File: config.mk
export PLATFORM = sky130hd
export DESIGN_NAME = lzm_engine
export DESIGN_NICKNAME = d
export VERILOG_FILES = /design/src/rtl/lzm_pkg.sv /design/src/rtl/lzm_window.sv /design/src/rtl/lzm_prio.sv /design/src/rtl/lzm_ctrl.sv /design/src/rtl/lzm_engine.sv
export SDC_FILE = /design/constraint.sdc
export NUM_CORES = 1
export LEC_CHECK = 0
export ABC_AREA = 1
export BUFFER_PORTS_ARGS = -buffer_cell sky130_fd_sc_hd__buf_2
export CAP_MARGIN = 5
export CELL_PAD_IN_SITES_DETAIL_PLACEMENT = 1
export CELL_PAD_IN_SITES_GLOBAL_PLACEMENT = 1
export CORE_MARGIN = 1
export CORE_UTILIZATION = 45
export DETAILED_ROUTE_END_ITERATION = 7
export HOLD_SLACK_MARGIN = 0.02
export PLACE_DENSITY_LB_ADDON = 0.1
export SETUP_SLACK_MARGIN = 0.2
export SYNTH_ARGS = -nofsm -noshare
export SYNTH_HDL_FRONTEND = slang
export SYNTH_SLANG_ARGS = --single-unit
File: constraint.sdc
create_clock -name clk -period 3.2 [get_ports clk]
set_input_delay 0.16 -clock clk [delete_from_list [all_inputs] [get_ports clk]]
set_output_delay 0.16 -clock clk [all_outputs]
set_load 0.02 [all_outputs]
File: src/rtl/lzm_pkg.sv
package lzm_pkg;

  localparam int SYM_W = 8;

  // Kind of token produced by one consumed byte or one flush.
  typedef enum logic [1:0] {
    TK_NONE,
    TK_LIT,
    TK_MATCH,
    TK_MATCH_LIT
  } tok_kind_e;

  // Kind selection kept as a function so the rule reads in one place.
  function automatic tok_kind_e pick_kind(input logic str_out, input logic lit_out);
    if (str_out && lit_out) return TK_MATCH_LIT;
    if (str_out)            return TK_MATCH;
    if (lit_out)            return TK_LIT;
    return TK_NONE;
  endfunction

endpackage

File: src/rtl/lzm_window.sv
module lzm_window #(
  parameter int DEPTH = 32,
  parameter int SYM_W = 8
) (
  input  logic             clk,
  input  logic             rst_n,
  input  logic             push,
  input  logic             clear,
  input  logic [SYM_W-1:0] sym,
  output logic [DEPTH-1:0] hit
);

  logic [SYM_W-1:0] cell_q [DEPTH];
  logic [DEPTH-1:0] full_q;

  // Cell 0 takes the newest byte; the last cell falls off.
  always_ff @(posedge clk or negedge rst_n) begin
    if (!rst_n) begin
      full_q <= '0;
    end else if (clear) begin
      full_q <= '0;
    end else if (push) begin
      full_q <= {full_q[DEPTH-2:0], 1'b1};
    end
  end

  generate
    for (genvar i = 0; i < DEPTH; i++) begin : g_cell
      if (i == 0) begin : g_head
        always_ff @(posedge clk or negedge rst_n) begin
          if (!rst_n)    cell_q[0] <= '0;
          else if (push) cell_q[0] <= sym;
        end
      end else begin : g_body
        always_ff @(posedge clk or negedge rst_n) begin
          if (!rst_n)    cell_q[i] <= '0;
          else if (push) cell_q[i] <= cell_q[i-1];
        end
      end
      // Parallel compare, one per cell; empty cells never hit.
      assign hit[i] = full_q[i] && (cell_q[i] == sym);
    end
  endgenerate

endmodule

File: src/rtl/lzm_prio.sv
module lzm_prio #(
  parameter int N = 32,
  parameter int W = 5
) (
  input  logic [N-1:0] req,
  output logic [W-1:0] idx
);

  // Lowest set index wins; scanning downward lets the lowest overwrite.
  always_comb begin
    idx = '0;
    for (int i = N - 1; i >= 0; i--) begin
      if (req[i]) idx = W'(i);
    end
  end

endmodule

File: src/rtl/lzm_ctrl.sv
module lzm_ctrl
  import lzm_pkg::*;
#(
  parameter int DEPTH   = 32,
  parameter int MAX_LEN = 16,
  parameter int POS_W   = 5,
  parameter int LEN_W   = 5
) (
  input  logic             clk,
  input  logic             rst_n,
  input  logic             accept,
  input  logic             flush,
  input  logic [SYM_W-1:0] sym,
  input  logic [DEPTH-1:0] hit,
  output logic             tok_valid,
  output logic [LEN_W-1:0] tok_len,
  output logic [POS_W-1:0] tok_pos,
  output logic             tok_lit_valid,
  output logic [SYM_W-1:0] tok_lit,
  output logic [LEN_W-1:0] cur_len,
  output logic             string_end,
  output logic             cont_any
);

  logic [DEPTH-1:0] chain_q, chain_d, cont;
  logic [LEN_W-1:0] len_d;
  logic [POS_W-1:0] pos_hold, pos_cont;
  logic             hit_any, str_out, lit_out;
  logic [LEN_W-1:0] out_len;
  logic [POS_W-1:0] out_pos;
  tok_kind_e        kind;

  // A cell continues only if it held the previous byte of the string.
  assign cont       = hit & chain_q;
  assign cont_any   = |cont;
  assign hit_any    = |hit;
  assign string_end = (cur_len != '0) && !cont_any;

  lzm_prio #(.N(DEPTH), .W(POS_W)) u_prio_hold (.req(chain_q), .idx(pos_hold));
  lzm_prio #(.N(DEPTH), .W(POS_W)) u_prio_cont (.req(cont),    .idx(pos_cont));

  always_comb begin
    chain_d = chain_q;
    len_d   = cur_len;
    str_out = 1'b0;
    lit_out = 1'b0;
    out_len = cur_len;
    out_pos = pos_hold;
    if (flush) begin
      str_out = (cur_len != '0);
      chain_d = '0;
      len_d   = '0;
    end else if (accept) begin
      if (cur_len == '0) begin
        if (hit_any) begin
          chain_d = hit;
          len_d   = LEN_W'(1);
        end else begin
          lit_out = 1'b1;
          out_len = '0;
        end
      end else if (cont_any) begin
        if (cur_len == LEN_W'(MAX_LEN - 1)) begin
          str_out = 1'b1;
          out_len = LEN_W'(MAX_LEN);
          out_pos = pos_cont;
          chain_d = '0;
          len_d   = '0;
        end else begin
          chain_d = cont;
          len_d   = cur_len + 1'b1;
        end
      end else begin
        str_out = 1'b1;
        if (hit_any) begin
          chain_d = hit;
          len_d   = LEN_W'(1);
        end else begin
          lit_out = 1'b1;
          chain_d = '0;
          len_d   = '0;
        end
      end
    end
  end

  assign kind = pick_kind(str_out, lit_out);

  always_ff @(posedge clk or negedge rst_n) begin
    if (!rst_n) begin
      chain_q       <= '0;
      cur_len       <= '0;
      tok_valid     <= 1'b0;
      tok_len       <= '0;
      tok_pos       <= '0;
      tok_lit_valid <= 1'b0;
      tok_lit       <= '0;
    end else begin
      chain_q       <= chain_d;
      cur_len       <= len_d;
      tok_valid     <= (kind != TK_NONE);
      tok_len       <= (kind == TK_LIT) ? '0 : out_len;
      tok_pos       <= (kind == TK_LIT) ? '0 : out_pos;
      tok_lit_valid <= (kind == TK_LIT) || (kind == TK_MATCH_LIT);
      tok_lit       <= lit_out ? sym : '0;
    end
  end

endmodule

File: src/rtl/lzm_engine.sv
module lzm_engine
  import lzm_pkg::*;
#(
  parameter int DEPTH   = 32,
  parameter int MAX_LEN = 16,
  localparam int POS_W  = $clog2(DEPTH),
  localparam int LEN_W  = $clog2(MAX_LEN + 1)
) (
  input  logic             clk,
  input  logic             rst_n,
  input  logic             in_valid,
  output logic             in_ready,
  input  logic [SYM_W-1:0] in_sym,
  input  logic             flush,
  output logic             tok_valid,
  output logic [LEN_W-1:0] tok_len,
  output logic [POS_W-1:0] tok_pos,
  output logic             tok_lit_valid,
  output logic [SYM_W-1:0] tok_lit
);

  logic             accept;
  logic [DEPTH-1:0] hit;
  logic [LEN_W-1:0] cur_len;
  logic             string_end, cont_any;

  assign in_ready = !flush;
  assign accept   = in_valid && in_ready;

  lzm_window #(.DEPTH(DEPTH), .SYM_W(SYM_W)) u_window (
    .clk   (clk),
    .rst_n (rst_n),
    .push  (accept),
    .clear (flush),
    .sym   (in_sym),
    .hit   (hit)
  );

  lzm_ctrl #(.DEPTH(DEPTH), .MAX_LEN(MAX_LEN), .POS_W(POS_W), .LEN_W(LEN_W)) u_ctrl (
    .clk           (clk),
    .rst_n         (rst_n),
    .accept        (accept),
    .flush         (flush),
    .sym           (in_sym),
    .hit           (hit),
    .tok_valid     (tok_valid),
    .tok_len       (tok_len),
    .tok_pos       (tok_pos),
    .tok_lit_valid (tok_lit_valid),
    .tok_lit       (tok_lit),
    .cur_len       (cur_len),
    .string_end    (string_end),
    .cont_any      (cont_any)
  );

endmodule

==> impl_metrics.ini, run 1 <==
[global_routing]
grt-ovfl-total = 0
grt_usage = 0.318
antenna_found_initial = 0
grt_pass1_wl_mm = 101
grt_pass1_vias = 17700
grt_max_degree = 192

[worst_setup_path]
cp-end-kind = register
crit-reg2reg-capture = u_ctrl.chain_q[13]
max_stage_delay_ns = 0.42
path_cells = xnor2_2 -> nand4_1 -> nor3_2 -> nand2_2 -> inv_2 -> nor4_4 -> nand4_1 -> nor4_2 -> nand4_1 -> or2_4 -> nand2_4 -> inv_4 -> nor2_8 -> inv_8 -> clkbuf_16 -> o22ai_4
crit_buf_inv = 4
r2r_slack_ns = 0.05
cp_max_fo = 8
reg2reg_depth = 16
crit_required_ns = 3.69
worstSetupPathType = register to register
r2r-start = u_window.cell_q[182]
cp.depth = 16
critPathTopFamily = simple AND/OR/NAND/NOR gates
crit_top_cell = nand4_1
crit_end = u_ctrl.chain_q[13]
crit_path_start = u_window.cell_q[182]
cp-start-kind = register
arrival_ns = 3.65
crit_slowest_cell = dfrtp_1

[floorplanning]
fp.dieW_um = 202
die_y_um = 202
num_rows = 73
io_pins = 33
die-area_um2 = 40900
core-area_um2 = 39600
start_util = 0.456

[timing]
fin_crit_sh = 0.985
slew_headroom = 0.392
worst_pin_slew_ns = 0.912
fmax_mhz = 317
hold_viol = 0
fin_crit_ns = 3.15
skew_ns = 0.0157
drv_slew = 0
setup_violations = 0
rsz0062_at_grt = yes
layout_setup_ws_ns = 0.0492

[drt]
via_per_inst = 5.64
vias = 16600
first_pass_iters = 5
drtIter0Drc = 1310
drt_wl_total_mm = 64.9
wl_per_cell_um = 22.0
drtAntennaViolNets = 0
drc = 0

[yosys]
async_flop_share = 1.00
synthFlopType = dfrtp_1
syn-num-nets = 2278
netlist_area_um2 = 18100
ys_ff_latch = 345
syn_area_per_cell_um2 = 7.98
ys_seq_area_frac = 0.478
yosys_warnings = 0
netlist_instances = 2264
synth_edf_count = 0
synth_cell_types = 63

[status]
outcome = complete, no violations

[placement]
dp_hpwl_mm = 44.1
gp_congestion = 0.916
placed_area_um2 = 19500
place_inst = 2843
port_buffers = 32
dp_slack_ns = -0.334

[finish]
final_common_cell = nand2_1
mostFrequentLayoutCells = 626 x nand2_1, 344 x dfrtp_1, 260 x inv_1, 251 x o21ai_0, 148 x nor2_1
drive_above_1_share = 0.174
finalNonFillerCells = 2945
design_area_um2 = 22000
nets = 2401
antenna_cells = 0
fin_util = 0.554
fillers = 4739
area_delta_synth_final_pct = 21.6

[cts]
cts_root_buf = clkbuf_16
cts.clk_slew.worst_paths_ns = 0.06
cts_max_path_buffers = 3
cts_buffers = 41
cts_num_sinks = 345
h-tree-depth = 2
clk-insertion-delay-late_ns = 0.58
cts_tree = done

[pwr]
power.internal_uw = 9210
peakVddDrop_mv = 0.406
p_total_uw = 13200
switchingPower_uw = 4010
p_sw_frac = 0.303
p_leak_uw = 0.0103
powerDensity_nw_per_um2 = 602
power_frac_comb = 0.160
pwr-share-clk = 0.418
seqPwrFrac = 0.422

[min_path]
hold_class = input port to register
hp-start = in_valid

[flow_run]
maxCapViolations = 0
==> synthesized netlist by cell type (all sizes together) (6+ instances only) <==
| library cell | number | share of area |
|---|---|---|
| nand2 | 649 | 0.14 |
| a221oi | 9 | 0.0054 |
| inv | 280 | 0.059 |
| a2111oi | 8 | 0.0049 |
| o32ai | 8 | 0.0055 |
| dfrtp | 345 | 0.48 |
| xnor2 | 23 | 0.011 |
| o221ai | 11 | 0.0053 |
| o2111ai | 14 | 0.0068 |
| a32o | 6 | 0.0033 |
| nor2 | 167 | 0.038 |
| buf | 59 | 0.028 |
| o21ai | 272 | 0.077 |
| o211ai | 9 | 0.0037 |
| xor2 | 52 | 0.026 |
| nor3 | 30 | 0.0086 |
| o22ai | 75 | 0.028 |
| nand4 | 22 | 0.0076 |
| nor4 | 31 | 0.013 |
| o31ai | 6 | 0.0025 |
| a21oi | 57 | 0.016 |
| nand3 | 39 | 0.011 |
| clkbuf | 62 | 0.013 |
==> tightest hold or removal path, cell delays in order <==
cell	delay (ns)
buf_2	0.12
inv_1	0.15
a21oi_1	0.18
==> power by group through the flow <==
stage	Clock, uW	Combinational, uW	Sequential [uW]
3_3_place_gp	0	1900	5600
5_1_grt	5740	2380	5650
3_5_place_dp	0	1990	5630
6_report	5520	2120	5580
4_1_cts	5600	2060	5570
2_1_floorplan	0	1360	5450
==> state kept, by name, indices dropped and copies added, names as in the netlist <==
name                  flops
u_window.cell_q         256
u_ctrl.chain_q           32
u_window.full_q          32
u_ctrl.tok_lit            8
u_ctrl.cur_len            5
u_ctrl.tok_len            5
u_ctrl.tok_pos            5
u_ctrl.tok_lit_valid      1
u_ctrl.tok_valid          1
==> routing by layer <==
metal / global-route usage / routed length (um) / vias up
met4: 0.106 / 2030 / 0
met3: 0.0406 / 2740 / 128
met2: 0.549 / 32200 / 359
met1: 0.412 / 27900 / 8504
met5: 0 / 0 / -
li1: - / - / 7623
==> final cells by class <==
type                       count  area (um2)  share of cell area
sequential                   345        8630               0.393
multi-input combinational   1516        8170               0.372
timing repair buffer         199        1790              0.0817
clock buffer                  51        1170              0.0531
inverter                     282        1090              0.0499
tap                          525         657              0.0299
clock inverter                25         424              0.0193
timing repair inverter         2        8.76            0.000399
==> worst min-delay path by stage <==
| stage | end | depth (start not counted) | slack, ns |
|---|---|---|---|
| floorplan | u_ctrl.chain_q[0] | 0 | -0.14 |
| global placement | u_window.cell_q[3] | 1 | 0.01 |
| detailed placement | u_window.cell_q[13] | 1 | 0.007 |
| CTS | u_window.full_q[0] | 3 | 0.06 |
| global route | u_window.full_q[0] | 3 | 0.11 |
| finish | u_window.full_q[0] | 3 | 0.08 |
==> logic make-up after synthesis <==
group,share of synthesized area
AOI/OAI and AO/OA,0.165
buffers and inverters,0.0998
adders and majority gates,0.00139
DFF,0.478
and+or+nand+nor,0.219
xor gates and xnor gates,0.0368
==> through the flow <==
step | setup TNS (ns) | hold slack (ns)
6_report | 0 | 0.0837
5_1_grt | -1.20 | 0.107
4_1_cts | 0 | 0.0613
3_5_place_dp | -10.03 | 0.00689
3_3_place_gp | -5.78 | 0.0123
2_1_floorplan | 0 | -0.136
==> repair_timing <==
item / 4_1_cts / 5_1_grt
pin swaps: 26 / 24
setup endpoints to repair: 55 / 55
cloned: 0 / 4
endpoints found under the hold margin: 347 / 0
gates resized for setup: 50 / 96
buffers inserted: 11 / 8
hold buffers: 3 / 0
Power figures use the tool's default switching activity.
==> run 2, diff against run 1 <==
- CORE_ASPECT_RATIO: default -> 1.5
- CORE_UTILIZATION: 45 -> 48
==> run 2 against run 1 <==
Net effect: core utilization increased by 3.3 points; register-to-register slack improved by 0.04 ns; sequential power about the same; cell area decreased by 1.3%; first-iteration DRC count decreased by 9.8%; fmax increased by 1.2%; clock-buffer cell count decreased by 1; non-clock buffer count increased by 3; via count increased by 1.3%; critical path type unchanged; largest power group unchanged.
==> impl_metrics.ini, run 2 (synthesis gave the netlist of run 1 again) <==
[worst_setup_path]
worstSetupPathType = register to register
cp_max_fo = 8
arrival_ns = 3.59
cp-start-kind = register
cp-end-kind = register
crit_required_ns = 3.67

[finish]
top_regs = u_window.cell_q (256), u_ctrl.chain_q (32), u_window.full_q (32)
largest_reg_flops = 256
design_area_um2 = 21700
drive_above_1_share = 0.169
mostFrequentLayoutCells = 627 x nand2_1, 344 x dfrtp_1, 255 x inv_1, 253 x o21ai_0, 151 x nor2_1
antenna_cells = 0
regMostFlops = u_window.cell_q
nets = 2401
final_common_cell = nand2_1
fillers = 4456
area_delta_synth_final_pct = 19.9

[drt]
drtIter0Drc = 1182
first_pass_iters = 5
vias = 16800
wl_per_cell_um = 23.2
drtAntennaViolNets = 0
drc = 0
drt_wl_total_mm = 67.2
via_per_inst = 5.80

[flow_run]
maxCapViolations = 0

[floorplanning]
fp.dieW_um = 160
die_y_um = 240
core-area_um2 = 36900
die-area_um2 = 38400
io_pins = 33
start_util = 0.489
num_rows = 86

[global_routing]
grt_usage = 0.347
grt-ovfl-total = 0
grt_max_degree = 228
antenna_found_initial = 0
grt_pass1_vias = 17800
grt_pass1_wl_mm = 102

[timing]
setup_violations = 0
drv_slew = 0
setup_tns_ns = 0
hold_viol = 0
skew_ns = 0.0302
whs_ns = 0.111
slew_headroom = 0.312
fmax_mhz = 321
worst_pin_slew_ns = 1.03
fin_crit_ns = 3.11
fin_crit_sh = 0.973
rsz0062_at_grt = yes

[cts]
cts_tree = done
cts_buffers = 38
cts_num_sinks = 345
cts_max_path_buffers = 3
clk-insertion-delay-late_ns = 0.56
cts.clk_slew.worst_paths_ns = 0.06
h-tree-depth = 2
cts_root_buf = clkbuf_16

[placement]
dp_hpwl_mm = 45.4
placed_area_um2 = 19400
port_buffers = 32
gp_congestion = 0.995

[pwr]
p_leak_uw = 0.0102
powerDensity_nw_per_um2 = 584
peakVddDrop_mv = 0.566

[status]
outcome = complete, no violations

[min_path]
hold_class = input port to register
run 2: cell count changes in the layout (fill, tap and decap cells not counted), moves of 4 or more:
cell | before | now
nor3_1 | 22 | 26
buf_12 | 21 | 25
inv_1 | 260 | 255
clkbuf_16 | 45 | 41
clkinv_4 | 5 | 0
bufinv_16 | 11 | 7
clkinv_8 | 0 | 4
inv_2 | 14 | 18
run 2: stage by stage:
stage | setup WS [ns] | utilization | instances | power, uW
6_report | 0.0858 | 0.587 | 2901 | 12600
3_3_place_gp | -0.105 | 0.527 | 2800 | 7510
4_1_cts | 0.187 | 0.567 | 2875 | 12600
5_1_grt | -0.0964 | 0.587 | 2901 | 13200
3_5_place_dp | -0.151 | 0.527 | 2800 | 7630
2_1_floorplan | 0.661 | - | 2264 | 6800
run 2: worst paths after layout:
kind                                      from                    to  slack, ns  cells after the start
max                        u_window.cell_q[49]    u_ctrl.chain_q[30]       0.09                     19
min                                   in_valid   u_window.full_q[31]       0.11                      4
max reg2reg                u_window.cell_q[49]    u_ctrl.chain_q[30]       0.09                     19
min reg2reg                u_window.cell_q[80]   u_window.cell_q[72]       0.49                      2
max in group asynchronous                rst_n  u_window.cell_q[116]       2.09                      3
min in group asynchronous                rst_n   u_window.cell_q[28]       0.23                      2
run 2: layout make-up:
cell class | instances | area [um2] | area share
multi-input combinational | 1516 | 8020 | 0.370
inverter | 282 | 1110 | 0.0512
timing repair buffer | 202 | 1850 | 0.0853
tap | 484 | 606 | 0.0280
sequential | 345 | 8630 | 0.399
clock inverter | 20 | 308 | 0.0142
timing repair inverter | 2 | 46.3 | 0.00214
clock buffer | 50 | 1090 | 0.0502
run 2: repair_timing:
item	in CTS	in global routing
endpoints found under the setup margin	46	53
buffers inserted	3	22
resized for setup	19	124
hold buffers	2	0
endpoints found under the hold margin	77	0
pin swaps	4	46
cloned	0	4
run 2: critical path, stage by stage, from the launching register on:
cell and delay (ns):
dfrtp_1 0.40, buf_4 0.13, o22ai_2 0.05, nor2_1 0.15, nand2_2 0.08, nor4_4 0.41
nand3_2 0.14, buf_6 0.14, nand2_4 0.07, buf_4 0.11, nor2_1 0.03, nand2_1 0.11
nor2_1 0.10, nand2_4 0.10, inv_6 0.06, nor2_8 0.17, clkinv_8 0.11, buf_12 0.16
o221ai_1 0.25, a32o_1 0.23
run 2: layer usage:
metal | vias up | wire length (um) | global-route usage
met3 | 205 | 2960 | 0.0469
met5 | - | 0 | 0
met1 | 8510 | 25800 | 0.397
met4 | 0 | 3690 | 0.183
li1 | 7629 | - | -
met2 | 488 | 34800 | 0.627
run 2: where the power goes:
group | switching, uW | total (uW) | internal, uW | leakage, uW
Combinational | 1410 | 2150 | 741 | 0.00500
Clock | 1940 | 4920 | 2980 | 0.000676
Sequential | 585 | 5580 | 4990 | 0.00455
==> run 3, diff against run 2 <==
- CORE_UTILIZATION: 48 -> 23
==> run 3 against run 2 <==
Net effect: critical path depth rose by 2; sequential cell count did not move; worst setup slack improved by 0.022 ns; clock-buffer cell count rose by 12; final cell count rose by 23%; register-to-register slack improved by 0.02 ns; clock power fell by 2%; first-iteration DRC count fell by 31%; via count fell by 1.8%; die area rose by 110%; fmax rose by 0.72%; sequential share of layout area fell by 3.1 points.
==> impl_metrics.ini, run 3 (synthesis gave the netlist of run 1 again) <==
[drt]
wl_per_cell_um = 21.5
first_pass_iters = 5
drt_wl_total_mm = 76.4
via_per_inst = 4.65
drtIter0Drc = 821
drtAntennaViolNets = 0
drc = 0
vias = 16500

[finish]
mostFrequentLayoutCells = 620 x nand2_1, 345 x dfrtp_1, 257 x inv_1, 251 x o21ai_0, 231 x buf_4
regMostFlops = u_window.cell_q
top_regs = u_window.cell_q (256), u_ctrl.chain_q (32), u_window.full_q (32)
drive_above_1_share = 0.217
fin_util = 0.303
area_delta_synth_final_pct = 30.2
antenna_cells = 0
largest_reg_flops = 256
finalNonFillerCells = 3557
nets = 2526
final_common_cell = nand2_1

[global_routing]
antenna_found_initial = 0
grt_pass1_vias = 18300
grt_usage = 0.195
grt_max_degree = 108
grt_pass1_wl_mm = 117
grt-ovfl-total = 0

[placement]
dp_hpwl_mm = 54.8
port_buffers = 32
gp_congestion = 0.820
dp_slack_ns = -0.450
place_inst = 3431

[floorplanning]
die-area_um2 = 79700
io_pins = 33
fp.dieW_um = 231
core-area_um2 = 77600
num_rows = 125
start_util = 0.233
die_y_um = 345

[worst_setup_path]
crit_required_ns = 3.71
cp-end-kind = register
crit-reg2reg-capture = u_ctrl.chain_q[23]
arrival_ns = 3.60
reg2reg_depth = 21
r2r_slack_ns = 0.11
cp-start-kind = register
worstSetupPathType = register to register
cp_max_fo = 6
r2r-start = u_window.cell_q[183]

[timing]
setup_violations = 0
fin_crit_sh = 0.966
hold_viol = 0
whs_ns = 0.0954
fin_crit_ns = 3.09
worst_pin_slew_ns = 0.853
layout_setup_ws_ns = 0.108
skew_ns = 0.0152
drv_slew = 0
slew_headroom = 0.426
rsz0062_at_grt = yes
fmax_mhz = 323

[cts]
cts_num_sinks = 345
cts_tree = done
cts_root_buf = clkbuf_16
h-tree-depth = 2
cts_buffers = 42
cts_max_path_buffers = 3
clk-insertion-delay-late_ns = 0.59
cts.clk_slew.worst_paths_ns = 0.06

[pwr]
powerDensity_nw_per_um2 = 540
peakVddDrop_mv = 0.298
p_leak_uw = 0.0109
p_total_uw = 12700

[flow_run]
maxCapViolations = 0

[min_path]
hold_class = input port to async pin

[status]
outcome = complete, no violations
[run 3: report_power, final]
part | switching, uW | internal, uW | leakage [uW] | total, uW
registers | 590 | 4990 | 0.00455 | 5580
logic | 1440 | 870 | 0.00568 | 2310
clock network | 2070 | 2740 | 0.000648 | 4800
total | 4100 | 8600 | 0.0109 | 12700
[run 3: worst max-delay path by stage]
| stage | from | to | slack (ns) | cells after the start |
|---|---|---|---|---|
| after floorplan | u_window.cell_q[103] | u_ctrl.chain_q[26] | 0.66 | 14 |
| after global placement | in_sym[1] | u_ctrl.tok_pos[3] | -0.44 | 21 |
| after detailed placement | in_sym[1] | u_ctrl.tok_pos[3] | -0.45 | 21 |
| after CTS | u_window.cell_q[174] | u_ctrl.tok_pos[4] | 0.08 | 21 |
| after global routing | u_window.cell_q[0] | u_ctrl.tok_pos[0] | -0.18 | 38 |
| final | u_window.cell_q[183] | u_ctrl.chain_q[23] | 0.11 | 21 |
[run 3: metal layers]
layer | routed length [um] | global-route usage | up-vias | share of wire
li1 | - | - | 7860 | -
met1 | 32300 | 0.235 | 8349 | 0.42
met2 | 39700 | 0.353 | 204 | 0.52
met3 | 1600 | 0.0211 | 114 | 0.021
met4 | 2760 | 0.0720 | 0 | 0.036
met5 | 0 | 0 | - | 0
[run 3: stage by stage]
stage	setup TNS [ns]	instance area [um2]
after global routing	-1.10	23500
after global placement	-14.20	21000
after CTS	0	23000
after floorplan	0	18100
after detailed placement	-15.37	21000
final	0	23500
[run 3: worst max-delay path, cell delays in order (launching register included)]
cell and delay [ns]:
dfrtp_1 0.40, inv_1 0.09, a21oi_2 0.05, nand4_1 0.12, nor3_2 0.07, nand2_1 0.12
buf_6 0.14, inv_4 0.04, nor4_4 0.25, buf_4 0.16, nand4_1 0.09, nor4_2 0.21
nand4_1 0.15, buf_6 0.16, or2_4 0.27, nand2_4 0.08, inv_4 0.04, nor2_8 0.16
buf_6 0.12, buf_12 0.10, inv_12 0.04, o21ai_2 0.11
[run 3: repair_timing]
item                                    CTS  global route
pin swaps                                19            28
buffers inserted                         29            20
endpoints found under the hold margin    67             0
hold buffers                              2             0
resized for setup                        94            80
cloned                                    2             0
endpoints found under the setup margin   48            56
[run 3: cell type report]
class / count / area (um2)
fill: 9216 / 54100
sequential: 345 / 8630
multi-input combinational: 1516 / 8200
timing repair buffer: 323 / 2940
tap: 1016 / 1270
clock buffer: 62 / 1230
inverter: 282 / 1110
clock inverter: 11 / 96.3
timing repair inverter: 2 / 32.5
